## config.mk

```make
export PLATFORM = sky130hd
export DESIGN_NAME = xbus_seq
export DESIGN_NICKNAME = d
export VERILOG_FILES = /design/src/rtl/xbus_seq_pkg.sv /design/src/rtl/xbus_seq_phase.sv /design/src/rtl/xbus_seq_ctrl.sv /design/src/rtl/xbus_seq_strobe.sv /design/src/rtl/xbus_seq.sv
export SDC_FILE = /design/constraint.sdc
export NUM_CORES = 1
export LEC_CHECK = 0
export BUFFER_PORTS_ARGS = -buffer_cell sky130_fd_sc_hd__buf_2
export CORE_MARGIN = 2
export CORE_UTILIZATION = 50
export CTS_CLUSTER_DIAMETER = 120
export DETAILED_ROUTE_END_ITERATION = 10
export GPL_TIMING_DRIVEN = 1
export PLACE_DENSITY = 0.85
export SLEW_MARGIN = 20
export SYNTH_ARGS = -nofsm -noshare
export SYNTH_HDL_FRONTEND = slang
export SYNTH_SLANG_ARGS = --single-unit
```

## constraint.sdc

```tcl
create_clock -name clk -period 5.6 [get_ports clk]
set_input_delay 0.84 -clock clk [delete_from_list [all_inputs] [get_ports clk]]
set_output_delay 0.84 -clock clk [all_outputs]
set_load 0.01 [all_outputs]
```

## src/rtl/xbus_seq_pkg.sv

```systemverilog
package xbus_seq_pkg;

  typedef enum logic [2:0] {
    CYC_HALT,
    CYC_IDLE,
    CYC_CODE,
    CYC_READ,
    CYC_WRITE
  } cyc_e;

  // machine cycle geometry, in oscillator periods
  localparam int unsigned MC_LEN   = 12;
  localparam int unsigned ALE_LEN  = 2;
  localparam int unsigned PSEN_OFS = 3;
  localparam int unsigned PSEN_LEN = 3;
  localparam int unsigned DSTB_OFS = 5;
  localparam int unsigned DSTB_LEN = 6;

endpackage

```

## src/rtl/xbus_seq_phase.sv

```systemverilog
module xbus_seq_phase #(
  parameter int unsigned MC_LEN = 12,
  parameter int unsigned PW     = $clog2(MC_LEN)
) (
  input  logic          clk,
  input  logic          rst_n,
  output logic [PW-1:0] phase,
  output logic          last
);
  localparam logic [PW-1:0] P_LAST = PW'(MC_LEN - 1);

  logic [PW-1:0] phase_d;
  logic [PW-1:0] phase_q;

  assign last  = (phase_q == P_LAST);
  assign phase = phase_q;

  always_comb begin
    phase_d = last ? '0 : phase_q + PW'(1);
  end

  always_ff @(posedge clk or negedge rst_n) begin
    if (!rst_n) phase_q <= P_LAST;
    else        phase_q <= phase_d;
  end
endmodule

```

## src/rtl/xbus_seq_ctrl.sv

```systemverilog
module xbus_seq_ctrl
  import xbus_seq_pkg::*;
#(
  parameter int unsigned ADDR_W   = 16,
  parameter int unsigned DATA_W   = 8,
  parameter int unsigned SFR_AW   = 8,
  parameter logic [SFR_AW-1:0] AUX_ADDR = 8'h8E,
  parameter int unsigned PW       = 4,
  parameter int unsigned HI_W     = ADDR_W - DATA_W
) (
  input  logic              clk,
  input  logic              rst_n,
  input  logic [PW-1:0]     phase,
  input  logic              last,
  input  logic              req_valid,
  input  logic [1:0]        req_kind,
  input  logic [ADDR_W-1:0] req_addr,
  input  logic              req_wide,
  input  logic [DATA_W-1:0] req_wdata,
  input  logic [HI_W-1:0]   p2_latch,
  input  logic              sfr_we,
  input  logic [SFR_AW-1:0] sfr_addr,
  input  logic [DATA_W-1:0] sfr_wdata,
  input  logic [DATA_W-1:0] ad_in,
  output cyc_e              cyc,
  output logic [DATA_W-1:0] addr_lo,
  output logic [HI_W-1:0]   addr_hi,
  output logic [DATA_W-1:0] wdata,
  output logic              ale_off,
  output logic [DATA_W-1:0] rd_data
);
  localparam logic [PW-1:0] P_CODE_CAP = PW'(PSEN_OFS + PSEN_LEN - 1);
  localparam logic [PW-1:0] P_READ_CAP = PW'(DSTB_OFS + DSTB_LEN - 1);

  cyc_e              cyc_d, cyc_q;
  logic [DATA_W-1:0] lo_d, lo_q;
  logic [HI_W-1:0]   hi_d, hi_q;
  logic [DATA_W-1:0] wd_d, wd_q;
  logic              off_d, off_q;
  logic [DATA_W-1:0] rdat_d, rdat_q;
  logic              take;
  logic              cap_en;

  assign take   = last && req_valid;
  assign cap_en = ((cyc_q == CYC_CODE) && (phase == P_CODE_CAP)) ||
                  ((cyc_q == CYC_READ) && (phase == P_READ_CAP));

  always_comb begin
    cyc_d = cyc_q;
    lo_d  = lo_q;
    hi_d  = hi_q;
    wd_d  = wd_q;
    if (last) begin
      cyc_d = CYC_IDLE;
      if (take) begin
        if (!req_kind[1])     cyc_d = CYC_CODE;
        else if (req_kind[0]) cyc_d = CYC_WRITE;
        else                  cyc_d = CYC_READ;
        lo_d = req_addr[DATA_W-1:0];
        hi_d = (!req_kind[1] || req_wide) ? req_addr[ADDR_W-1:DATA_W] : p2_latch;
        wd_d = req_wdata;
      end
    end
  end

  always_comb begin
    off_d = off_q;
    if (sfr_we && (sfr_addr == AUX_ADDR)) off_d = sfr_wdata[0];
  end

  always_comb begin
    rdat_d = cap_en ? ad_in : rdat_q;
  end

  always_ff @(posedge clk or negedge rst_n) begin
    if (!rst_n) begin
      cyc_q  <= CYC_HALT;
      lo_q   <= '0;
      hi_q   <= '0;
      wd_q   <= '0;
      off_q  <= 1'b0;
      rdat_q <= '0;
    end else begin
      cyc_q  <= cyc_d;
      lo_q   <= lo_d;
      hi_q   <= hi_d;
      wd_q   <= wd_d;
      off_q  <= off_d;
      rdat_q <= rdat_d;
    end
  end

  assign cyc     = cyc_q;
  assign addr_lo = lo_q;
  assign addr_hi = hi_q;
  assign wdata   = wd_q;
  assign ale_off = off_q;
  assign rd_data = rdat_q;
endmodule

```

## src/rtl/xbus_seq_strobe.sv

```systemverilog
module xbus_seq_strobe
  import xbus_seq_pkg::*;
#(
  parameter int unsigned DATA_W = 8,
  parameter int unsigned PW     = 4
) (
  input  logic [PW-1:0]     phase,
  input  cyc_e              cyc,
  input  logic              ale_off,
  input  logic [DATA_W-1:0] addr_lo,
  input  logic [DATA_W-1:0] wdata,
  output logic              ale,
  output logic              psen_n,
  output logic              rd_n,
  output logic              wr_n,
  output logic              ad_oe,
  output logic [DATA_W-1:0] ad_out,
  output logic              busy
);
  localparam logic [PW-1:0] P_HALF    = PW'(MC_LEN / 2);
  localparam logic [PW-1:0] P_ALE     = PW'(ALE_LEN);
  localparam logic [PW-1:0] P_PS_ON   = PW'(PSEN_OFS);
  localparam logic [PW-1:0] P_PS_OFF  = PW'(PSEN_OFS + PSEN_LEN);
  localparam logic [PW-1:0] P_DS_ON   = PW'(DSTB_OFS);
  localparam logic [PW-1:0] P_DS_OFF  = PW'(DSTB_OFS + DSTB_LEN);
  localparam logic [PW-1:0] P_WD_ON   = PW'(DSTB_OFS - 1);
  localparam logic [PW-1:0] P_WD_LAST = PW'(DSTB_OFS + DSTB_LEN);

  logic [PW-1:0] sub;
  logic          is_data;
  logic          running;
  logic          addr_win;
  logic          dstb_win;
  logic          wd_win;

  always_comb begin
    sub      = (phase >= P_HALF) ? phase - P_HALF : phase;
    is_data  = (cyc == CYC_READ) || (cyc == CYC_WRITE);
    running  = (cyc != CYC_HALT);
    dstb_win = (phase >= P_DS_ON) && (phase < P_DS_OFF);
    wd_win   = (cyc == CYC_WRITE) && (phase >= P_WD_ON) && (phase <= P_WD_LAST);
    addr_win = is_data ? (phase < P_ALE) : (running && (sub < P_ALE));
  end

  always_comb begin
    if (!running)     ale = 1'b0;
    else if (is_data) ale = (phase < P_ALE);
    else              ale = ale_off || (sub < P_ALE);
  end

  always_comb begin
    psen_n = !(running && !is_data && (sub >= P_PS_ON) && (sub < P_PS_OFF));
    rd_n   = !((cyc == CYC_READ)  && dstb_win);
    wr_n   = !((cyc == CYC_WRITE) && dstb_win);
    ad_oe  = addr_win || wd_win;
    ad_out = wd_win ? wdata : addr_lo;
  end

  always_comb begin
    unique case (cyc)
      CYC_CODE:            busy = (phase < P_PS_OFF);
      CYC_READ, CYC_WRITE: busy = (phase < P_DS_OFF);
      default:             busy = 1'b0;
    endcase
  end
endmodule

```

## src/rtl/xbus_seq.sv

```systemverilog
module xbus_seq
  import xbus_seq_pkg::*;
#(
  parameter int unsigned ADDR_W   = 16,
  parameter int unsigned DATA_W   = 8,
  parameter int unsigned SFR_AW   = 8,
  parameter logic [SFR_AW-1:0] AUX_ADDR = 8'h8E
) (
  input  logic              clk,
  input  logic              rst_n,
  input  logic              req_valid,
  input  logic [1:0]        req_kind,
  input  logic [ADDR_W-1:0] req_addr,
  input  logic              req_wide,
  input  logic [DATA_W-1:0] req_wdata,
  input  logic [ADDR_W-DATA_W-1:0] p2_latch,
  output logic              req_ready,
  output logic              busy,
  output logic [DATA_W-1:0] rd_data,
  input  logic              sfr_we,
  input  logic [SFR_AW-1:0] sfr_addr,
  input  logic [DATA_W-1:0] sfr_wdata,
  output logic              ale,
  output logic              psen_n,
  output logic              rd_n,
  output logic              wr_n,
  output logic [DATA_W-1:0] ad_out,
  output logic              ad_oe,
  input  logic [DATA_W-1:0] ad_in,
  output logic [ADDR_W-DATA_W-1:0] a_hi
);
  localparam int unsigned PW   = $clog2(MC_LEN);
  localparam int unsigned HI_W = ADDR_W - DATA_W;

  logic [PW-1:0]     phase;
  logic              last;
  cyc_e              cyc;
  logic [DATA_W-1:0] addr_lo;
  logic [DATA_W-1:0] wdata;
  logic              ale_off;

  xbus_seq_phase #(.MC_LEN(MC_LEN), .PW(PW)) phase_i (
    .clk   (clk),
    .rst_n (rst_n),
    .phase (phase),
    .last  (last)
  );

  xbus_seq_ctrl #(
    .ADDR_W(ADDR_W), .DATA_W(DATA_W), .SFR_AW(SFR_AW),
    .AUX_ADDR(AUX_ADDR), .PW(PW), .HI_W(HI_W)
  ) ctrl_i (
    .clk       (clk),
    .rst_n     (rst_n),
    .phase     (phase),
    .last      (last),
    .req_valid (req_valid),
    .req_kind  (req_kind),
    .req_addr  (req_addr),
    .req_wide  (req_wide),
    .req_wdata (req_wdata),
    .p2_latch  (p2_latch),
    .sfr_we    (sfr_we),
    .sfr_addr  (sfr_addr),
    .sfr_wdata (sfr_wdata),
    .ad_in     (ad_in),
    .cyc       (cyc),
    .addr_lo   (addr_lo),
    .addr_hi   (a_hi),
    .wdata     (wdata),
    .ale_off   (ale_off),
    .rd_data   (rd_data)
  );

  xbus_seq_strobe #(.DATA_W(DATA_W), .PW(PW)) strobe_i (
    .phase   (phase),
    .cyc     (cyc),
    .ale_off (ale_off),
    .addr_lo (addr_lo),
    .wdata   (wdata),
    .ale     (ale),
    .psen_n  (psen_n),
    .rd_n    (rd_n),
    .wr_n    (wr_n),
    .ad_oe   (ad_oe),
    .ad_out  (ad_out),
    .busy    (busy)
  );

  assign req_ready = last;


  accept_edge_chk: assert property (@(posedge clk) disable iff (!rst_n)
    $rose(busy) |-> $past(req_ready));


  ale_width_chk: assert property (@(posedge clk) disable iff (!rst_n)
    ($rose(ale) && !sfr_we) |=> ale);


  data_strobe_excl_chk: assert property (@(posedge clk) disable iff (!rst_n)
    (!rd_n || !wr_n) |-> (psen_n && !ale));


  psen_bus_free_chk: assert property (@(posedge clk) disable iff (!rst_n)
    !psen_n |-> !ad_oe);


  ale_to_rd_chk: assert property (@(posedge clk) disable iff (!rst_n)
    $fell(rd_n) |-> (!$past(ale, 3) && $past(ale, 4)));


  wr_setup_chk: assert property (@(posedge clk) disable iff (!rst_n)
    $fell(wr_n) |-> $past(ad_oe));


  wr_hold_chk: assert property (@(posedge clk) disable iff (!rst_n)
    $rose(wr_n) |-> ad_oe);
endmodule

```

==> flow_metrics.py <==
metrics = {
    "run_status": {
        "status": "completed",
    },
    "critical_path": {
        "critPathMaxStageDelay_ps": 640,
        "crit_type": "flop to output port",
        "crit_required_ps": 4760,
        "cp_slowest_cell": "dfstp_2",
        "startpoint_type": "flop",
        "cp.arrival_ps": 2400,
        "critPathCaptureType": "output port",
        "crit_chain": "inv_1 -> ha_1 -> nor2b_1 -> o31ai_4 -> mux2_2 -> buf_2",
        "path_max_fanout": 11,
    },
    "cts": {
        "clock_path_buffers": 2,
        "hold_buffers": 0,
        "cts_tree": "done",
        "clock-sinks": 40,
        "cts_resized": 0,
        "cts-root-buf": "clkbuf_8",
        "clk_pin_slew_ps": 70,
        "cts_setup_buffers": 0,
        "worstSkewPairLatency_ps": 290,
        "cts-htree-levels": 2,
        "cts_buffers": 5,
    },
    "timing": {
        "setup_violations": 0,
        "finalWorstPathRequiredPeriod_ps": 3240,
        "fin_hold_ws_ps": 484,
        "fin_crit_sh_pct": 57.8,
        "hold_viol": 0,
        "final.setup.tns_ps": 0,
        "rsz0062_at_grt": "no",
        "fmaxAchievable_ghz": 0.309,
        "worst_pin_slew_ps": 867,
        "fin_skew_ps": 3.95,
        "slew_headroom_pct": 42.1,
        "slew_violations": 0,
    },
    "floorplan": {
        "rows": 23,
        "die-height_microns": 68.5,
        "ios": 94,
        "initial_core_util_pct": 51.9,
        "die_w_microns": 68.5,
        "die_area_sq_um": 4690,
        "floorplan.core_area_sq_um": 4000,
    },
    "pwr": {
        "pwr-share-clk_pct": 35.0,
        "power.switching_mw": 0.160,
        "p_leak_nw": 1.30,
        "peakVddDrop_v": 0.000221,
        "power_frac_comb_pct": 15.4,
        "power_density_nw_per_um2": 254,
        "intPower_mw": 0.504,
        "seq_power_share_pct": 49.6,
        "power.share.switching_pct": 24.0,
    },
    "drt": {
        "vias": 1590,
        "remaining_drc_errors": 0,
        "detail-route-antenna-nets": 0,
        "drt-initial-drc-count": 91,
        "wl_microns": 4040,
        "routedWlPerCell_microns": 13.0,
        "dr.pass1.iters": 4,
        "viasPerCell": 5.10,
    },
    "yosys": {
        "ys_seq_area_share_pct": 48.4,
        "syn_nets": 246,
        "synth_cell_types": 42,
        "synth_ff_type": "dfrtp_1",
        "synth_seq_cells": 40,
        "postSynthAreaPerCell_sq_um": 11.7,
        "yosysWarningCount": 0,
        "synth_area_sq_um": 2080,
        "synth-edff-count": 0,
        "synthCells": 177,
        "async_flop_share_pct": 100,
    },
    "final_layout": {
        "syn2layout_area_growth_pct": 25.8,
        "drive_gt1_share_pct": 51.1,
        "final_common_cell": "buf_2",
        "fillCellCount": 324,
        "nNetsFinal": 330,
        "final_cell_mix": "buf_2 (86), dfrtp_1 (37), mux2_2 (33)",
        "diodes": 0,
    },
    "place": {
        "hpwl_microns": 3010,
        "place_congestion": 0.790,
        "portBuffers": 86,
    },
    "global_routing": {
        "grt_pass1_wl_microns": 6220,
        "track_usage_pct": 18.1,
        "grt_overflow": 0,
        "grt_start_max_net_pins": 41,
        "grt_pass1_vias": 1440,
        "antenna_found_initial": 0,
    },
    "hold_path": {
        "min-delay-path-class": "flop to flop",
    },
    "run": {
        "cap_violations": 0,
    },
}
-- final timing paths --
path	start	endpoint	slack (ps)	cells after the start
worst max-delay path	phase_i.phase[1]	ad_out[5]	2360	6
worst min-delay path	ctrl_i.addr_hi[0]	ctrl_i.addr_hi[0]	480	2
worst max register to register	phase_i.phase[2]	ctrl_i.wdata[3]	3440	5
worst min register to register	ctrl_i.addr_hi[0]	ctrl_i.addr_hi[0]	480	2
max in group asynchronous	rst_n	ctrl_i.addr_hi[6]	4410	1
min in group asynchronous	rst_n	ctrl_i.addr_lo[6]	650	1
-- worst max-delay path: cells and delay by family (launching register included) --
family,cells,cell delay (ps)
flops,1,640
compound gates,1,430
mux,1,390
buf+inv,2,280
fa+ha+maj,1,210
simple gates,1,150
-- sequential cells by signal (all words and copies together) (netlist names) --
name,cells
phase_i.phase,4
ctrl_i.ale_off,1
ctrl_i.addr_hi,8
ctrl_i.cyc,3
ctrl_i.rd_data,8
ctrl_i.addr_lo,8
ctrl_i.wdata,8
-- per-layer routing --
| layer | vias to the layer above | wire length, microns | global-route usage [%] |
|---|---|---|---|
| met2 | 61 | 1940 | 28.2 |
| met4 | 0 | 63 | 8.00 |
| met1 | 726 | 1680 | 21.8 |
| met3 | 8 | 366 | 7.40 |
| met5 | - | 0 | 0 |
| li1 | 795 | - | - |
-- cells in the mapped netlist (3+ instances only) --
| library cell | count | area [sq um] |
|---|---|---|
| mux2_2 | 33 | 372 |
| inv_1 | 4 | 15.0 |
| nand2b_1 | 3 | 18.8 |
| dfrtp_1 | 37 | 926 |
| o21ai_0 | 14 | 70.1 |
| nand2_1 | 15 | 56.3 |
| nor2_1 | 5 | 18.8 |
| nand3_1 | 4 | 20.0 |
| mux2i_1 | 8 | 80.1 |
| dfstp_2 | 3 | 78.8 |
| nor2b_1 | 6 | 37.5 |
| buf_6 | 3 | 33.8 |
| ha_1 | 6 | 75.1 |
-- per-stage QoR --
| stage | worst slack, ps | utilization [%] | power, mW | instances | area [sq um] |
|---|---|---|---|---|---|
| finish | 2360 | 65.3 | 0.664 | 312 | 2610 |
| global route | 2240 | 65.3 | 0.697 | 312 | 2610 |
| CTS | 2330 | 65.3 | 0.673 | 312 | 2610 |
| detailed placement | 2660 | 62.7 | 0.439 | 304 | 2510 |
| global placement | 2670 | 62.7 | 0.434 | 304 | 2510 |
| floorplan | 2910 | - | 0.386 | 177 | 2080 |
-- power groups by stage --
stage | sequential (mW) | combinational (mW) | clock, mW
finish | 0.329 | 0.102 | 0.232
CTS | 0.330 | 0.104 | 0.239
floorplan | 0.339 | 0.0466 | 0
global placement | 0.334 | 0.101 | 0
global route | 0.333 | 0.115 | 0.248
detailed placement | 0.335 | 0.104 | 0
-- logic make-up after synthesis --
group / Yosys count / share of synthesized area (%)
AO/OA/AOI/OAI: 30 / 10.3
XOR/XNOR: 1 / 0.422
adder cells (fa/ha/maj): 7 / 4.10
buffers and inverters: 14 / 3.98
flip-flops: 40 / 48.4
multiplexers: 41 / 21.7
AND/OR/NAND/NOR: 44 / 11.1
-- final cells by class --
type	instances	area, sq um	area share, %
multi-input combinational	123	990	37.9
tap	50	62.6	2.39
clock inverter	2	35.0	1.34
sequential	40	1000	38.4
inverter	5	18.8	0.718
timing repair buffer	86	430	16.5
clock buffer	6	72.6	2.78
Note: power is estimated with default switching activity, not from simulation.
